`config.mk`:
```
export PLATFORM = sky130hd
export DESIGN_NAME = dma_unit_seq
export DESIGN_NICKNAME = d
export VERILOG_FILES = /design/src/rtl/dma_seq_pkg.sv /design/src/rtl/dma_region_decode.sv /design/src/rtl/dma_lane_map.sv /design/src/rtl/dma_unit_seq.sv
export SDC_FILE = /design/constraint.sdc
export NUM_CORES = 1
export LEC_CHECK = 0
export BUFFER_PORTS_ARGS = -buffer_cell sky130_fd_sc_hd__buf_2
export CAP_MARGIN = 20
export CORE_MARGIN = 10
export CORE_UTILIZATION = 40
export CTS_BUF_LIST = sky130_fd_sc_hd__clkbuf_4 sky130_fd_sc_hd__clkbuf_8
export DETAILED_ROUTE_END_ITERATION = 10
export MAX_ROUTING_LAYER = met4
export PLACE_DENSITY_LB_ADDON = 0.3
export SLEW_MARGIN = 30
export SYNTH_ARGS = -nofsm -noshare
export SYNTH_HDL_FRONTEND = slang
export SYNTH_SLANG_ARGS = --single-unit
```
`constraint.sdc`:
```
create_clock -name clk -period 6 [get_ports clk]
set_input_delay 0.6 -clock clk [delete_from_list [all_inputs] [get_ports clk]]
set_output_delay 0.6 -clock clk [all_outputs]
set_load 0.05 [all_outputs]
```
`src/rtl/dma_seq_pkg.sv`:
```
package dma_seq_pkg;
    typedef enum logic [1:0] {
        ST_IDLE  = 2'd0,
        ST_READ  = 2'd1,
        ST_WRITE = 2'd2,
        ST_DONE  = 2'd3
    } seq_state_t;
endpackage

```
`src/rtl/dma_region_decode.sv`:
```
module dma_region_decode #(
    parameter int ADDR_W    = 16,
    parameter int CYC_W     = 2,
    parameter int REG_LIMIT = 'h0400,
    parameter int WAIT_BASE = 'h8000,
    parameter int FAST_CYC  = 1,
    parameter int WAIT_CYC  = 2,
    parameter int REG_CYC   = 2
) (
    input  logic [ADDR_W-1:0] addr,
    input  logic              wait_all,
    output logic [CYC_W-1:0]  cyc_len
);
    localparam logic [ADDR_W-1:0] REG_TOP  = ADDR_W'(REG_LIMIT);
    localparam logic [ADDR_W-1:0] SLOW_BOT = ADDR_W'(WAIT_BASE);

    always_comb begin
        if (addr < REG_TOP)
            cyc_len = CYC_W'(REG_CYC);
        else if (wait_all || addr >= SLOW_BOT)
            cyc_len = CYC_W'(WAIT_CYC);
        else
            cyc_len = CYC_W'(FAST_CYC);
    end
endmodule

```
`src/rtl/dma_lane_map.sv`:
```
module dma_lane_map #(
    parameter int ADDR_W = 16
) (
    input  logic [ADDR_W-1:0] base,
    input  logic              step,
    input  logic              unit16,
    input  logic [15:0]       hold,
    output logic [ADDR_W-1:0] cyc_addr,
    output logic [1:0]        cyc_be,
    output logic [15:0]       cyc_wdata,
    output logic              two_steps
);
    logic       word_acc;
    logic [7:0] byte_sel;

    always_comb begin
        two_steps = unit16 & base[0];
        word_acc  = unit16 & ~base[0];
        cyc_addr  = base + ADDR_W'(step);
        if (word_acc)
            cyc_be = 2'b11;
        else if (cyc_addr[0])
            cyc_be = 2'b10;
        else
            cyc_be = 2'b01;
        byte_sel  = step ? hold[15:8] : hold[7:0];
        cyc_wdata = word_acc ? hold : {byte_sel, byte_sel};
    end
endmodule

```
`src/rtl/dma_unit_seq.sv`:
```
module dma_unit_seq
    import dma_seq_pkg::*;
#(
    parameter int ADDR_W    = 16,
    parameter int CNT_W     = 8,
    parameter int CYC_W     = 2,
    parameter int REG_LIMIT = 'h0400,
    parameter int WAIT_BASE = 'h8000,
    parameter int FAST_CYC  = 1,
    parameter int WAIT_CYC  = 2,
    parameter int REG_CYC   = 2
) (
    input  logic              clk,
    input  logic              rst_n,
    input  logic              start,
    input  logic [ADDR_W-1:0] src_addr,
    input  logic [ADDR_W-1:0] dst_addr,
    input  logic              unit16,
    input  logic              wait_all,
    output logic              bus_req,
    output logic              bus_we,
    output logic [ADDR_W-1:0] bus_addr,
    output logic [1:0]        bus_be,
    output logic [15:0]       bus_wdata,
    input  logic [15:0]       bus_rdata,
    output logic              done,
    output logic [CNT_W-1:0]  clk_count
);
    localparam int MAX_CYC = (REG_CYC > WAIT_CYC) ?
                             ((REG_CYC > FAST_CYC) ? REG_CYC : FAST_CYC) :
                             ((WAIT_CYC > FAST_CYC) ? WAIT_CYC : FAST_CYC);
    localparam int MAX_TOTAL = 4 * MAX_CYC;

    typedef struct packed {
        seq_state_t        st;
        logic              step;
        logic [CYC_W-1:0]  tick;
        logic [15:0]       hold;
        logic [CNT_W-1:0]  cnt;
        logic [ADDR_W-1:0] src;
        logic [ADDR_W-1:0] dst;
        logic              u16;
        logic              wt;
    } seq_t;

    seq_t q, d;

    logic [ADDR_W-1:0] side_base;
    logic [ADDR_W-1:0] cyc_addr;
    logic [1:0]        cyc_be;
    logic [15:0]       cyc_wdata;
    logic              two_steps;
    logic [CYC_W-1:0]  cyc_len;
    logic              active;
    logic              last_tick;
    logic [7:0]        rd_byte;

    assign side_base = (q.st == ST_WRITE) ? q.dst : q.src;

    dma_lane_map #(.ADDR_W(ADDR_W)) u_lane (
        .base      (side_base),
        .step      (q.step),
        .unit16    (q.u16),
        .hold      (q.hold),
        .cyc_addr  (cyc_addr),
        .cyc_be    (cyc_be),
        .cyc_wdata (cyc_wdata),
        .two_steps (two_steps)
    );

    dma_region_decode #(
        .ADDR_W(ADDR_W), .CYC_W(CYC_W), .REG_LIMIT(REG_LIMIT),
        .WAIT_BASE(WAIT_BASE), .FAST_CYC(FAST_CYC),
        .WAIT_CYC(WAIT_CYC), .REG_CYC(REG_CYC)
    ) u_region (
        .addr     (cyc_addr),
        .wait_all (q.wt),
        .cyc_len  (cyc_len)
    );

    assign active    = (q.st == ST_READ) || (q.st == ST_WRITE);
    assign last_tick = (q.tick == (cyc_len - CYC_W'(1)));
    assign rd_byte   = (cyc_be == 2'b10) ? bus_rdata[15:8] : bus_rdata[7:0];

    always_comb begin
        d = q;
        case (q.st)
            ST_IDLE: begin
                if (start) begin
                    d.st   = ST_READ;
                    d.step = 1'b0;
                    d.tick = '0;
                    d.cnt  = '0;
                    d.src  = src_addr;
                    d.dst  = dst_addr;
                    d.u16  = unit16;
                    d.wt   = wait_all;
                end
            end
            ST_READ, ST_WRITE: begin
                d.cnt = q.cnt + CNT_W'(1);
                if (last_tick) begin
                    d.tick = '0;
                    if (q.st == ST_READ) begin
                        if (cyc_be == 2'b11)
                            d.hold = bus_rdata;
                        else if (q.step)
                            d.hold[15:8] = rd_byte;
                        else
                            d.hold[7:0] = rd_byte;
                    end
                    if (two_steps && !q.step) begin
                        d.step = 1'b1;
                    end else begin
                        d.step = 1'b0;
                        d.st   = (q.st == ST_READ) ? ST_WRITE : ST_DONE;
                    end
                end else begin
                    d.tick = q.tick + CYC_W'(1);
                end
            end
            default: d.st = ST_IDLE;
        endcase
    end

    always_ff @(posedge clk or negedge rst_n) begin
        if (!rst_n)
            q <= '{st: ST_IDLE, default: '0};
        else
            q <= d;
    end

    assign bus_req   = active;
    assign bus_we    = (q.st == ST_WRITE);
    assign bus_addr  = active ? cyc_addr : '0;
    assign bus_be    = active ? cyc_be : 2'b00;
    assign bus_wdata = (q.st == ST_WRITE) ? cyc_wdata : 16'h0000;
    assign done      = (q.st == ST_DONE);
    assign clk_count = q.cnt;

    // a bus cycle keeps its address, lanes and direction for its full length
    assert_cycle_hold_R2: assert property (@(posedge clk) disable iff (!rst_n)
        (active && q.tick != '0) |-> ($stable(bus_addr) && $stable(bus_be) && $stable(bus_we)));

    // the write phase starts right after a read clock
    assert_read_first_R2: assert property (@(posedge clk) disable iff (!rst_n)
        $rose(bus_we) |-> ($past(bus_req) && !$past(bus_we)));

    // byte units never use both lanes
    assert_byte_lane_R3: assert property (@(posedge clk) disable iff (!rst_n)
        (active && !q.u16) |-> ($countones(bus_be) == 1));

    // the reported total lies in the possible range
    assert_count_range_R7: assert property (@(posedge clk) disable iff (!rst_n)
        done |-> (clk_count >= CNT_W'(2) && clk_count <= CNT_W'(MAX_TOTAL)));

    // done lasts one clock and is followed by idle
    assert_done_pulse_R8: assert property (@(posedge clk) disable iff (!rst_n)
        done |=> (!done && !bus_req));

    // a start while busy leaves the latched request untouched
    assert_busy_start_R8: assert property (@(posedge clk) disable iff (!rst_n)
        (q.st != ST_IDLE && start) |=> ($stable(q.src) && $stable(q.dst) && $stable(q.u16)));
endmodule

```
; After elaboration in Yosys (flattened, before gate mapping)
; Index checks and enable logic that the tools add are counted.
[word_totals]
wordCells = 67
regBits = 63
out_inout_bits = 45
inputBits = 53
[op_classes]
n_bitwise = 3
reduce_logical = 14
magnitude_cmp = 2
n_addsub = 4
eq_ne = 10
n_mux = 24
[op_table]
columns = operator, n
row1 = 2-to-1 mux 16 bit, 5
row2 = 2-to-1 mux 42 bit, 1
row3 = 2-to-1 mux 8 bit, 4
row4 = adder 16 x 1 -> 16 bit, 1
row5 = ">= comparator 16 bit, second input constant", 1
row6 = "less-than comparator 16 x 11 -> 1 bit, second input constant", 1
row7 = case mux 8 bit (2 select lines), 1
row8 = 2-to-1 mux 2 bit, 7
row9 = "adder 8 x 1 -> 8 bit, second input constant", 1
row10 = "equality test 2 bit, second input constant", 4
row11 = AND reduction 4 bit, 2
row12 = "!= test 2 bit, second input constant", 3
row13 = case mux 3 bit (2 select lines), 1
row14 = AND reduction 3 bit, 2
row15 = 2-to-1 mux 5 bit, 1
row16 = case mux 2 bit (2 select lines), 1
row17 = AND reduction 2 bit, 2
row18 = nonzero test 2 bit, 2
row19 = 2-to-1 mux 3 bit, 1
row20 = "adder 2 x 1 -> 2 bit, second input constant", 1
row21 = AND 1 bit, 2
row22 = "equality test 2 x 1 -> 1 bit, second input constant", 1
row23 = equality test 2 bit, 1
row24 = logical NOT 2 bit, 1
row25 = other kinds (8), 10

; Longest topological paths before layout
; Gate-level depths: netlist of the first run.
[depth]
ltp_word = 11
mapped_depth = 18
mapped_depth_nobuf = 14

; Modules after synthesis
; A second synthesis of the first run with hierarchy kept.
[unflattened]
hier_cells = 342
area_unflattened_um2 = 3870.0
[by_module_without_submodules]
columns = mod, instances, cells_per_inst, area_each_um2
row1 = dma_unit_seq, 1, 271, 3299.4
row2 = dma_lane_map, 1, 67, 540.5
row3 = dma_region_decode, 1, 4, 30.0

; Least setup slack after synthesis of the first run
; Ideal clock, no wire load.
[synth_timing]
kind = register to register
startpoint = register q[61] (netlist bit)
endpoint = register q[50] (netlist bit)
path_slack_ps = 1286
period_less_slack_ps = 4714
setup_ps = 125
required_ps = 5875
t_arrival_ps = 4590
stages_incl_launch_ff = 19
n_path_buf = 6
cell_sequence = dfrtp_1 inv_1 ha_1 buf_6 buf_8 buf_2 buf_1 clkbuf_1 mux2_2 ha_1 nand4_1 nor2_1 o21ai_0 o21bai_1 a22oi_1 or4_1 buf_2 a21oi_4 mux2_2
[synth_via]
elab_chain_len = 10
elab_cells_between_ends = 23
cone_classes = add/sub: 2 / order compare: 2 / eq/ne: 5 / mux: 8 / bitwise: 2 / reduce/logical: 4
[synth_rtl]
columns = item, line
row1 = "start, declared", dma_unit_seq.sv:46  ; seq_t q, d;
row2 = "start signal, assigned", dma_unit_seq.sv:128  ; q <= '{st: ST_IDLE, default: '0};
row3 = "start signal, assigned", dma_unit_seq.sv:130  ; q <= d;
row4 = equality test 2 bit (*), --
row5 = via bus_we, dma_unit_seq.sv:21  ; output logic bus_we,
row6 = 2-to-1 mux 16 bit, dma_unit_seq.sv:58  ; assign side_base = (q.st == ST_WRITE) ? q.dst : q.src;
row7 = adder 16 x 1 -> 16 bit, dma_lane_map.sv:19  ; cyc_addr = base + ADDR_W'(step);
row8 = >= comparator 16 bit, dma_region_decode.sv:20  ; else if (wait_all || addr >= SLOW_BOT)
row9 = logical OR 1 bit, dma_region_decode.sv:20
row10 = 2-to-1 mux 2 bit, dma_region_decode.sv:20
row11 = 2-to-1 mux 2 bit, dma_region_decode.sv:18  ; if (addr < REG_TOP)
row12 = subtractor 2 x 1 -> 2 bit, dma_unit_seq.sv:82  ; assign last_tick = (q.tick == (cyc_len - CYC_W'(1)));
row13 = equality test 2 bit, dma_unit_seq.sv:82
row14 = AND reduction 4 bit (no source line), --
; The timed path passes the listed nets; every way through them passes the cells marked *. The select of a mux whose other input is x is not followed.
; A chain may end at the register's enable or synchronous reset.

; Worst setup path in the final report of the first run
[layout_timing]
startpoint = register q[61] (netlist bit)
endpoint = register q[55] (netlist bit)
[layout_via]
elab_chain_len = 10
elab_cells_between_ends = 23
cone_classes = add/sub: 2 / order compare: 2 / eq/ne: 5 / mux: 8 / bitwise: 2 / reduce/logical: 4
[layout_rtl]
columns = item, line
row1 = equality test 2 bit, "dma_unit_seq.sv:58, dma_unit_seq.sv:87"
row2 = 2-to-1 mux 16 bit, dma_unit_seq.sv:58
row3 = adder 16 x 1 -> 16 bit, dma_lane_map.sv:19
row4 = >= comparator 16 bit, dma_region_decode.sv:20
row5 = logical OR 1 bit, dma_region_decode.sv:20
row6 = 2-to-1 mux 2 bit, dma_region_decode.sv:20
row7 = 2-to-1 mux 2 bit, dma_region_decode.sv:18
row8 = subtractor 2 x 1 -> 2 bit, dma_unit_seq.sv:82
row9 = equality test 2 bit, dma_unit_seq.sv:82
row10 = AND reduction 4 bit (no source line), --
; Parallel ways exist; a longest one is shown, timed or not. The select of a mux whose other input is x is not followed.

==> impl_metrics.ini, run 1 <==
[sta]
whs_ns = 0.425
rsz0062_at_grt = false
tightest_slew_ns = 0.794
hold_viol_final = 0
min_period_over_period_pct = 75.6
slew_violations = 0
min_period_ns = 4.54
timing.fmax_mhz = 220
fin_skew_ns = 0.00952
finalSetupViolCount = 0
slew_headroom_pct = 47.0
fin_setup_tns_ns = 0

[pwr]
p_leak_nw = 2.15
total_power_mw = 3.00
power-per-cell-area_nw_per_um2 = 643
ir_drop_mv = 0.358

[logic_synthesis]
synth-edff-count = 0
synth_cell_types = 52
avgSynthCellArea_um2 = 10.4
syn_inst = 375
synth_top_cell_by_area = dfrtp_1
synth.yosys.warnings = 0
seq_area_frac_synth_pct = 40.5
synth_top_area_share_pct = 40.5
async_flop_share_pct = 100
synthTopCellsByArea = dfrtp_1 40%, mux2_2 19%, mux2i_1 5.4%, nand2_1 3.6%, nor2_1 2.4%
syn-num-nets = 435
synth-seq-cells = 63
synth_ff_type = dfrtp_1
syn_area_um2 = 3890

[floorplan]
die_area_um2 = 14100
die_w_um = 119
ios = 98
rows = 35
start_util_pct = 41.5
coreArea_um2 = 9370
dieHeight_um = 119

[final_layout]
syn2layout_area_growth_pct = 19.6
final_common_cell = buf_2
diodes = 0
most-common-layout-cells = 97 x buf_2, 65 x mux2_2, 63 x dfrtp_1
nFillCells = 924
final_nets = 523
drive_gt1_share_pct = 40.8
final_cell_area_um2 = 4660

[detailed_routing]
vias = 3102
wire_per_inst_um = 16.6
totalWireLength_mm = 9.90
drcViolationCount = 0
drt_iter0_drc = 106
drtPass1Iterations = 4
ant_nets = 0
viasPerCell = 5.20

[place]
dp_hpwl_mm = 7.48
place_area_um2 = 4430
port_buffers = 97
gp_congestion = 0.806

[setup_path]
crit_arrival_ns = 4.77
r2r-start = q[61]
critPathMaxFanout = 30
start_kind = register
crit_type = reg -> reg
end_kind = register
crit_start = q[61]
cp.required_ns = 6.23

[global_routing]
grt_pass1_wl_mm = 16.2
grt_pass1_vias = 3377
antenna_found_initial = 0
grt.busiest_layer = met2
grt_max_degree = 64
gr-usage-met2_pct = 24.6
met3_usage_pct = 3.43
grt_usage_pct = 14.4
grtUsageMet1_pct = 16.4
overflow = 0

[clock_network]
insertion_delay_ns = 0.35
clock_sinks = 63
cts_buffer_depth = 2
cts_buffers = 9
htreeDepth = 3
cts_hold_buf = 0
postCtsSetupBuffers = 0
path_clk_slew_ns = 0.07
cts_tree = done
cts_root_buffer = clkbuf_8
cts_resized = 0

[run]
max-cap-violations = 0

[min_path]
hold_class = in -> async

[status]
status = finished clean
-- kinds of logic after synthesis --
group,after synthesis,synth area share (%)
buf+inv,28,4.02
mux,88,24.8
xor+xnor,14,3.15
fa+ha+maj,7,2.25
simple gates,122,15.6
flops,63,40.5
compound gates,53,9.74
-- synth_stat cells (4+ instances only) --
| cell | number |
|---|---|
| mux2i_1 | 21 |
| a21oi_1 | 10 |
| nor2b_1 | 13 |
| nor2_1 | 25 |
| buf_4 | 8 |
| a21boi_0 | 9 |
| ha_1 | 7 |
| inv_1 | 5 |
| mux2_2 | 65 |
| xnor2_1 | 6 |
| o21ai_0 | 11 |
| nand2_1 | 37 |
| nand3_1 | 13 |
| and2_1 | 7 |
| nand2b_1 | 4 |
| clkbuf_1 | 10 |
| dfrtp_1 | 63 |
| nand4_1 | 10 |
| xor2_1 | 8 |
-- critical path, stage by stage, from the launching register on --
cell and delay [ns]:
dfrtp_1 0.44, inv_1 0.11, ha_2 0.57, mux2i_1 0.45, inv_1 0.11, ha_1 0.23
ha_1 0.27, nand4_1 0.12, nor2_1 0.07, o21ai_0 0.37, o21bai_1 0.17, a22oi_1 0.10
or4_1 0.66, a21oi_4 0.37, mux2_2 0.37
-- final cells by class --
type | count | area, µm² | area share (%)
Multi-Input combinational cell | 284 | 2170 | 46.6
Sequential cell | 63 | 1580 | 33.9
Timing Repair Buffer | 100 | 508 | 10.9
Tap cell | 129 | 161 | 3.47
Clock buffer | 9 | 124 | 2.66
Clock inverter | 7 | 97.6 | 2.10
Inverter | 5 | 18.8 | 0.403
-- flip-flops by register name, summed over array words and instances, names as in the netlist --
signal,cells
clk_count,8
q,55
-- where the power goes --
group,internal [mW],total [mW],switching [mW],leakage [nW]
logic,0.644,1.78,1.13,1.28
registers,0.622,0.809,0.186,0.763
clock network,0.234,0.410,0.176,0.105
total,1.50,3.00,1.50,2.15
-- worst paths after layout --
kind / cells after the start / to / slack (ns)
max reg2reg: 14 / q[55] / 1.46
min: 2 / q[6] / 0.43
max in group asynchronous: 2 / q[58] / 5.06
max: 14 / q[55] / 1.46
min reg2reg: 1 / q[0] / 0.51
min in group clk: 2 / q[32] / 0.48
-- stage by stage --
stage | utilization [%] | worst slack [ns] | instances
3_5_place_dp | 47.3 | 1.54 | 581
6_report | 49.7 | 1.46 | 597
5_1_grt | 49.7 | 1.17 | 597
4_1_cts | 49.7 | 1.52 | 597
3_3_place_gp | 47.2 | 1.72 | 581
2_1_floorplan | - | 1.29 | 375
-- layer usage --
metal	vias up	share of wire, %
met3	9	4.4
met4	0	1.1
li1	1511	-
met5	-	0
met1	1495	44
met2	87	51
(Power assumes the default switching activity.)
==> run 2, diff against run 1 <==
==> constraint.sdc (replaced) <==
create_clock -name clk -period 3.8 [get_ports clk]
set_input_delay 0.38 -clock clk [delete_from_list [all_inputs] [get_ports clk]]
set_output_delay 0.38 -clock clk [all_outputs]
set_load 0.05 [all_outputs]
==> run 2 against run 1 <==
Global-route usage increased by 0.64 points. Register-to-register slack got worse by 1.3 ns. Worst setup slack got worse by 1.3 ns. Worst hold slack got worse by 0.34 ns. Core utilization increased by 1.0 points. Critical path depth decreased by 1. Routed wire length increased by 3.1%. Clock power increased by 23%. Power increased by 59%. Largest cell class unchanged. Highest routed layer unchanged.
==> impl_metrics.ini, run 2 (synthesis results as in run 1) <==
[final_layout]
top_register = q
multiInputGateArea_um2 = 2260
final_cell_area_um2 = 4750
final_common_cell = buf_2
diodes = 0
regArea_um2 = 1580
final_nets = 530
syn2layout_area_growth_pct = 22.0
nFillCells = 900
final_cells = 604
largest_reg_flops = 55
most-common-layout-cells = 97 x buf_2, 63 x dfrtp_1, 58 x mux2_2
drive_gt1_share_pct = 42.9
reg.largest.list = q: 55 flops, clk_count: 8 flops

[sta]
min_period_ns = 3.59
tightest_slew_ns = 0.750
hold_viol_final = 0
fin_setup_tns_ns = 0
min_period_over_period_pct = 94.4
finalSetupViolCount = 0
rsz0062_at_grt = false
fin_skew_ns = 0.00942
slew_headroom_pct = 49.9
timing.fmax_mhz = 279
slew_violations = 0

[global_routing]
grt_usage_pct = 15.1
grt_max_degree = 33
grt_pass1_wl_mm = 17.0
overflow = 0
antenna_found_initial = 0
grt_pass1_vias = 3428

[detailed_routing]
ant_nets = 0
viasPerCell = 5.19
wl_met2_mm = 5.09
totalWireLength_mm = 10.2
wl_met1_mm = 4.56
wire_per_inst_um = 16.9
drtPass1Iterations = 5
dr.max_layer_used = met4
vias = 3137
drcViolationCount = 0
wl_met3_um = 399
drt_iter0_drc = 133

[floorplan]
die_area_um2 = 14100
rows = 35
ios = 98
coreArea_um2 = 9370
die_w_um = 119
dieHeight_um = 119
start_util_pct = 41.5

[clock_network]
cts_buffer_depth = 2
insertion_delay_ns = 0.34
cts_buffers = 9
cts_tree = done
cts_root_buffer = clkbuf_8
cts_hold_buf = 0
htreeDepth = 3
clock_sinks = 63
path_clk_slew_ns = 0.07

[run]
max-cap-violations = 0

[setup_path]
critPathMaxFanout = 9
crit_type = reg -> reg
end_kind = register
start_kind = register
crit_arrival_ns = 3.81
cp.required_ns = 4.02

[place]
port_buffers = 97
gp_congestion = 0.816
dp_cells = 587
dp_hpwl_mm = 7.85
place_area_um2 = 4560

[pwr]
power-per-cell-area_nw_per_um2 = 1000
ir_drop_mv = 0.428
p_leak_nw = 2.21

[min_path]
hold_class = in -> async

[status]
status = finished clean
run 2: changes by cell type in the layout (fill, tap and decap cells not counted), sizes merged:
cell,change
buf,+7
bufinv,-2
clkbuf,+2
clkinv,+2
clkinvlp,-2
run 2: power breakdown:
part	total, mW	leakage (nW)	switching (mW)	internal, mW
sequential	1.30	0.763	0.314	0.983
combinational	2.95	1.35	1.82	1.13
clock	0.504	0.0935	0.259	0.245
run 2: critical path, stage by stage (launching register included):
cell	delay, ns
dfrtp_1	0.46
inv_2	0.11
ha_4	0.22
mux2i_4	0.29
inv_2	0.08
ha_4	0.18
and4_1	0.16
a31o_4	0.24
nand4_1	0.12
xor2_1	0.08
or2_0	0.26
or4_4	0.56
a21oi_4	0.32
mux2_2	0.38
run 2: layer usage:
layer / vias up / global-route usage, %
li1: 1520 / -
met1: 1533 / 17.6
met2: 72 / 25.0
met3: 12 / 2.95
met4: 0 / 5.80
met5: - / -
run 2: stage by stage:
step	power, mW	util [%]	hold slack [ns]	worst slack [ns]
global placement	4.20	48.7	0.476	0.181
floorplan	3.59	-	0.0844	0.0177
CTS	4.78	50.4	0.106	0.0658
detailed placement	4.26	48.7	0.487	0.0829
global route	5.08	50.7	0.143	0.0497
finish	4.75	50.7	0.0898	0.215
run 2: cell type report:
type	count	share of cell area [%]
Clock inverter	5	0.527
Clock buffer	11	2.92
Timing Repair Buffer	107	12.1
Multi-Input combinational cell	284	47.5
Tap cell	129	3.40
Sequential cell	63	33.2
Inverter	5	0.395
run 2: final timing paths:
kind | start | slack, ns | to | cells after the start
max | q[61] | 0.21 | q[44] | 13
min | rst_n | 0.09 | q[50] | 1
max reg2reg | q[61] | 0.21 | q[44] | 13
min reg2reg | clk_count[6] | 0.52 | clk_count[6] | 1
max in group asynchronous | rst_n | 2.81 | q[22] | 2
min in group clk | dst_addr[9] | 0.27 | q[11] | 2
run 2: timing repair:
item / 4_1_cts / 5_1_grt
hold endpoints to repair: 0 / 0
resized for setup: 0 / 1
endpoints found under the setup margin: 0 / 16
buffers inserted: 0 / 1
==> run 3, diff against run 2 <==
--- a/config.mk
+++ b/config.mk
@@ -7,9 +7,12 @@
 export LEC_CHECK = 0
 export BUFFER_PORTS_ARGS = -buffer_cell sky130_fd_sc_hd__buf_2
 export CAP_MARGIN = 20
+export CELL_PAD_IN_SITES_DETAIL_PLACEMENT = 0
+export CELL_PAD_IN_SITES_GLOBAL_PLACEMENT = 1
 export CORE_MARGIN = 10
-export CORE_UTILIZATION = 40
+export CORE_UTILIZATION = 38
 export CTS_BUF_LIST = sky130_fd_sc_hd__clkbuf_4 sky130_fd_sc_hd__clkbuf_8
+export CTS_CLUSTER_DIAMETER = 200
 export DETAILED_ROUTE_END_ITERATION = 10
 export MAX_ROUTING_LAYER = met4
 export PLACE_DENSITY_LB_ADDON = 0.3
==> run 3 against run 2 <==
Routed wire length fell by 1.7%. Final area rose by 1.1%. Worst setup slack got worse by 0.023 ns. Final cell count rose by 0.50%. Non-clock buffer count fell by 1. Core utilization fell by 2.0 points. Critical path type unchanged. Largest cell class unchanged.
==> impl_metrics.ini, run 3 (synthesis results as in run 1) <==
[pwr]
ir_drop_mv = 0.453
switching_share_pct = 49.3
p_seq_share_pct = 26.7
power-per-cell-area_nw_per_um2 = 1010
p_switching_mw = 2.39
intPower_mw = 2.46
p_leak_nw = 2.22
pwr-share-comb_pct = 60.9
clockPowerShare_pct = 12.4

[final_layout]
final_cell_area_um2 = 4800
most-common-layout-cells = 97 x buf_2, 63 x dfrtp_1, 58 x mux2_2
drive_gt1_share_pct = 42.6
largest_reg_flops = 55
reg.largest.list = q: 55 flops, clk_count: 8 flops
final_nets = 529
final_common_cell = buf_2
nFillCells = 948
top_register = q
diodes = 0
syn2layout_area_growth_pct = 23.4

[sta]
fin_setup_tns_ns = 0
tightest_slew_ns = 0.805
hold_viol_final = 0
min_period_ns = 3.61
slew_headroom_pct = 46.4
slew_violations = 0
min_period_over_period_pct = 94.9
finalSetupViolCount = 0
fin_skew_ns = 0.00672
timing.fmax_mhz = 277
rsz0062_at_grt = false

[clock_network]
cts_hold_buf = 0
cts_buffers = 9
path_clk_slew_ns = 0.07
htreeDepth = 3
clock_sinks = 63
insertion_delay_ns = 0.35
cts_resized = 0
cts_tree = done
cts_root_buffer = clkbuf_8
cts_buffer_depth = 2

[place]
gp_congestion = 0.813
place_area_um2 = 4570
dp_hpwl_mm = 7.65
port_buffers = 97

[floorplan]
dieHeight_um = 121
die_w_um = 121
rows = 36
die_area_um2 = 14700
coreArea_um2 = 9860
start_util_pct = 39.5
ios = 98

[global_routing]
antenna_found_initial = 0
grt_pass1_vias = 3209
grt_max_degree = 54
overflow = 0
grt_pass1_wl_mm = 16.6
grt_usage_pct = 14.4

[setup_path]
start_kind = register
crit_arrival_ns = 3.84
crit_type = reg -> reg
cp.required_ns = 4.03
end_kind = register
critPathMaxFanout = 53

[status]
status = finished clean

[detailed_routing]
drcViolationCount = 0
drtPass1Iterations = 4
vias = 3103
drt_iter0_drc = 136
viasPerCell = 5.11
wire_per_inst_um = 16.5
ant_nets = 0
totalWireLength_mm = 10.0

[run]
max-cap-violations = 0

[min_path]
hold_class = in -> async
## run 3: critical path, stage by stage (launching register included)
cell,delay (ns)
dfrtp_1,0.45
inv_2,0.08
ha_4,0.19
buf_12,0.19
nand4b_1,0.28
a211oi_2,0.37
nand4_1,0.16
xor2_1,0.17
or2_0,0.25
or4_1,0.66
a21oi_4,0.21
buf_12,0.14
mux2_2,0.33
## run 3: power groups by stage
stage / clock (mW) / combinational, mW / sequential (mW)
3_3_place_gp: 0 / 2.92 / 1.30
2_1_floorplan: 0 / 2.39 / 1.20
5_1_grt: 0.656 / 3.19 / 1.35
3_5_place_dp: 0 / 2.97 / 1.30
4_1_cts: 0.624 / 2.97 / 1.29
6_report: 0.602 / 2.95 / 1.29
## run 3: final timing paths
| check | slack, ns | endpoint | depth (start not counted) | startpoint |
|---|---|---|---|---|
| max | 0.19 | q[47] | 12 | q[61] |
| min | 0.11 | clk_count[7] | 1 | rst_n |
| max reg2reg | 0.19 | q[47] | 12 | q[61] |
| min reg2reg | 0.51 | q[28] | 1 | q[28] |
| max in group asynchronous | 2.82 | q[7] | 2 | rst_n |
| min in group clk | 0.26 | q[17] | 2 | dst_addr[15] |
## run 3: routing by layer
metal,track usage [%],wire length (µm),vias to the layer above
met4,3.35,75,0
met3,4.42,515,8
met5,-,0,-
met1,19.0,4880,1489
li1,-,-,1526
met2,21.1,4570,80
## run 3: final cells by class
type                       count  area, µm²  area share (%)
multi-input combinational    284       2250            46.9
sequential                    63       1580            32.8
timing repair buffer         106        591            12.3
tap                          133        166            3.46
clock buffer                  12        153            3.18
clock inverter                 4       45.0           0.938
inverter                       5       18.8           0.391
## run 3: metrics by stage
| stage | setup slack, ns | util [%] | power (mW) | hold slack, ns | cells |
|---|---|---|---|---|---|
| after floorplan | 0.0177 | - | 3.59 | 0.0844 | 375 |
| after global placement | 0.260 | 46.3 | 4.22 | 0.492 | 589 |
| after detailed placement | 0.153 | 46.3 | 4.27 | 0.498 | 589 |
| after CTS | 0.135 | 48.3 | 4.89 | 0.143 | 605 |
| after global routing | 0.0430 | 48.7 | 5.19 | 0.171 | 607 |
| final | 0.192 | 48.7 | 4.85 | 0.113 | 607 |
## run 3: timing repair
action	in CTS	in global routing
endpoints found under the setup margin	0	16
hold endpoints to repair	0	0
setup buffers	0	2
